**src/rtl/bitser_adder.sv**
```systemverilog
module bitser_adder #(
  parameter int W = 8
) (
  input  logic         clk,
  input  logic         rst_n,
  input  logic         load,
  input  logic [W-1:0] op_a,
  input  logic [W-1:0] op_b,
  output logic [W-1:0] sum,
  output logic         done
);
  localparam int CW = $clog2(W + 1);

  logic [W-1:0]  qa, qb;
  logic          carry;
  logic [CW-1:0] cnt;
  logic          run, s_bit, c_out;

  assign s_bit = qa[0] ^ qb[0] ^ carry;
  assign c_out = (qa[0] & qb[0]) | (carry & (qa[0] ^ qb[0]));
  assign run   = |cnt;
  assign done  = !run && !load;

  always_ff @(posedge clk or negedge rst_n) begin
    if (!rst_n) begin
      qa    <= '0;
      qb    <= '0;
      carry <= 1'b0;
    end else if (load) begin
      qa    <= op_a;
      qb    <= op_b;
      carry <= 1'b0;
    end else begin
      qa    <= {1'b0, qa[W-1:1]};
      qb    <= {1'b0, qb[W-1:1]};
      carry <= c_out;
    end
  end

  always_ff @(posedge clk or negedge rst_n) begin
    if (!rst_n)   cnt <= '0;
    else if (load) cnt <= CW'(W);
    else if (run)  cnt <= cnt - CW'(1);
  end

  always_ff @(posedge clk or negedge rst_n) begin
    if (!rst_n)   sum <= '0;
    else if (run) sum <= {s_bit, sum[W-1:1]};
  end
endmodule

```
**config.mk**
```make
export PLATFORM = sky130hd
export DESIGN_NAME = bitser_adder
export DESIGN_NICKNAME = d
export VERILOG_FILES = /design/src/rtl/bitser_adder.sv
export SDC_FILE = /design/constraint.sdc
export NUM_CORES = 1
export LEC_CHECK = 0
export ABC_AREA = 1
export BUFFER_PORTS_ARGS = -buffer_cell sky130_fd_sc_hd__clkbuf_2
export CAP_MARGIN = 10
export CORE_ASPECT_RATIO = 0.5
export CORE_MARGIN = 2
export CORE_UTILIZATION = 30
export CTS_BUF_LIST = sky130_fd_sc_hd__clkbuf_8
export DETAILED_ROUTE_END_ITERATION = 10
export GPL_TIMING_DRIVEN = 0
export PLACE_DENSITY = 0.47
export SLEW_MARGIN = 40
export SYNTH_ARGS = -nofsm -noshare
export SYNTH_HDL_FRONTEND = slang
export SYNTH_SLANG_ARGS = --single-unit
```
**constraint.sdc**
```tcl
create_clock -name clk -period 2.7 [get_ports clk]
set_clock_uncertainty 0.05 [all_clocks]
set_input_delay 0.135 -clock clk [delete_from_list [all_inputs] [get_ports clk]]
set_output_delay 0.135 -clock clk [all_outputs]
set_load 0.05 [all_outputs]
```
==> flow_summary.toml <==
[routing]
vias_per_cell = 4.040
detailedRoute.firstPassIterationCount = 4
drt_wl_total_mm = 2.117
drtAntennaViolNets = 0
met2_length_um = 909
detail_route.iter0.violations = 7
wl_met1_mm = 1.059
wl_per_cell_um = 9.409
routed.top_layer = "met4"
drt_drc_violations_left = 0
wl_met3_um = 135
route.vias.total = 909

[power]
internal-power_mw = 0.9051
power_frac_comb = 0.385
seq_power_share = 0.395
power_per_cell_area_nw_per_um2 = 1031
peakVddDrop_v = 0.0002350
total_leakage_power_nw = 0.8553
switchingPower_mw = 0.6569
clockPowerShare = 0.221
p_sw_frac = 0.4205

[logic_synthesis]
synth-seq-area-share = 0.6017
count_of_cell_types_in_the_netlist = 16
synth-main-ff-cell = "sky130_fd_sc_hd__dfrtp_1"
synth.ff_latch_count = 29
synth.yosys.warnings = 0
syn_area_sq_um = 1206
asyncSetResetFlopFracSynth = 1.000
gate_count_post_synth = 135
synth_fp_nets = 156
synth_edf_count = 0
synthesis.area_per_instance_sq_um = 8.934

[grt]
antenna_violations_before_repair = 0
grt.total_usage = 0.1088
grt_pass1_wl_mm = 3.746
first_global_vias = 832
grt_remaining_overflow = 0
grt_max_degree = 30

[finish]
layout.cells.non_filler = 225
ff_latch_area_sq_um = 725.7
fin_util = 0.3901
num-nets-final = 192
layout-drive-gt1-share = 0.2515
layout.filler_cells = 433
multiInputGateArea_sq_um = 411.6
insertedDiodeCount = 0
synthToLayoutAreaGrowth_pct = 25.62

[critical_path]
setup.worst_path.start_class = "flip-flop"
crit_path_max_fanout = 3
critical_path.endpoint_type = "output port"
cells_along_the_critical_path = "inv_1 > ha_1 > nand2_4 > nor2_2 > clkbuf_2"
worstPathRequired_ps = 2520
timing.critical_path.max_delay_family = "flip-flops"
critical-path-max-stage-delay_ps = 400
crit_path_top_delay_cell = "sky130_fd_sc_hd__dfrtp_1"
worstPathArrival_ps = 1480
crit_buf_inv = 2
setup.worst_path.class = "flip-flop to output port"
reg2reg_slack_ps = 1350

[clocking]
numCtsBuffers = 5
clockBufferDepth = 2
cts_htree_levels = 2
cts_setup_buffers = 0
clock_sinks = 29
hold_buffers = 2
ctsRootBufferMaster = "sky130_fd_sc_hd__clkbuf_8"
tritoncts_clock_tree = "built"
clock_latency_ps = 270
clock_transition_at_path_regs_ps = 60
cts-resized-gates = 0

[floorplan]
floorplan.initialDensity = 0.3106
io_pins = 28
std_cell_rows = 16
floorplan.die.width_um = 93.67
design.die.area_sq_um = 4574
floorplan.die.height_um = 48.84
core-area_sq_um = 3884

[sta]
fin_crit_ps = 1661
drv_slew = 0
max_freq_ghz = 0.6021
worst-slew-pin-transition_ps = 635.9
layout_worst_path_cycle_share = 0.6151
setup_viol = 0
setup_repair_after_global_routing_missed_its_margin = "no"
slew_headroom = 0.5761
report.final.hold_viol_count = 0
finalSetupTns_ps = 0

[flow_run]
cap_viol_max_count = 0

[min_path]
hold_path.class = "primary input to flip-flop"

[place]
placed_cells = 216
place.detailed.hpwl_mm = 1.492
gpl.final_weighted_congestion = 0.6721
buffer_ports.inserted = 27

[run_status]
run_status = "completed"
## power by group through the flow
stage               Combinational, mW  Clock, mW  Sequential [mW]
CTS                             0.612      0.358            0.618
finish                          0.601      0.345            0.616
detailed placement              0.609          0            0.625
floorplan                       0.268          0            0.820
global placement                0.607          0            0.624
global route                    0.667      0.386            0.632
## final cells by class
type                       instances  share of cell area
tap                               54             0.04459
clock inverter                     1            0.002477
inverter                          10             0.02477
sequential                        29              0.4789
timing repair buffer              29              0.1024
buffer                             5             0.02064
multi-input combinational         91              0.2717
clock buffer                       6             0.05450
## routing by layer
layer / vias to the layer above / GRT usage
li1: 480 / -
met1: 405 / 0.1437
met2: 22 / 0.1583
met3: 2 / 0.05100
met4: 0 / 0.03623
met5: - / 0
## tightest hold or removal path: cells and delay by family
family                 cells  cell delay, ps
and+or+nand+nor            1              40
buffers and inverters      2             120
## placed cells by master (no fill, tap or decap), drive strengths merged
master and count:
a21oi 2, buf 6, clkbuf 32, clkinv 1, dfrtp 29, dlygate4sd3 2
fa 1, ha 1, inv 10, nand2 68, nand3 12, nor2 6
or2 1
## final timing paths
path | cells after the start | startpoint | to
hold reg to reg | 2 | qa[4]$_DFF_PN0_ | qa[3]$_DFF_PN0_
setup reg to reg | 6 | cnt[0]$_DFFE_PN0N_ | cnt[3]$_DFFE_PN0N_
hold / removal | 3 | op_b[7] | qb[7]$_DFF_PN0_
max in group asynchronous | 2 | rst_n | qa[6]$_DFF_PN0_
min in group asynchronous | 2 | rst_n | sum[0]$_DFFE_PN0P_
setup / recovery | 5 | cnt[0]$_DFFE_PN0N_ | done
## Yosys cell counts (2+ instances only)
cell type,count,share of area
sky130_fd_sc_hd__a21oi_1,2,0.0083
sky130_fd_sc_hd__buf_2,4,0.017
sky130_fd_sc_hd__dfrtp_1,29,0.60
sky130_fd_sc_hd__inv_1,9,0.028
sky130_fd_sc_hd__nand2_1,67,0.21
sky130_fd_sc_hd__nand3_1,11,0.046
sky130_fd_sc_hd__nor2_1,3,0.0093
sky130_fd_sc_hd__nor2_2,2,0.010
## cells by family (layout without fill, tap and decap cells)
group           count (synthesis)  count (layout)  synth area share
compound gates                  2               2          0.008299
buf+inv                        15              51           0.05705
simple gates                   87              87            0.3060
flops                          29              29            0.6017
fa+ha+maj                       2               2           0.02697
## registers in the layout, summed over array words and instances, names as in the netlist
signal  flops
qb          8
sum         8
cnt         4
carry       1
qa          8
## per-stage QoR
step	hold WS [ps]	power, mW	setup WS [ps]	cell area (sq um)
2_1_floorplan	-210.6	1.089	1232	1206
3_3_place_gp	188.4	1.232	1323	1409
3_5_place_dp	188.8	1.233	1324	1409
4_1_cts	3.735	1.589	1017	1515
5_1_grt	11.71	1.685	926.8	1515
6_report	7.261	1.562	1039	1515
Note: power is estimated with default switching activity, not from simulation.
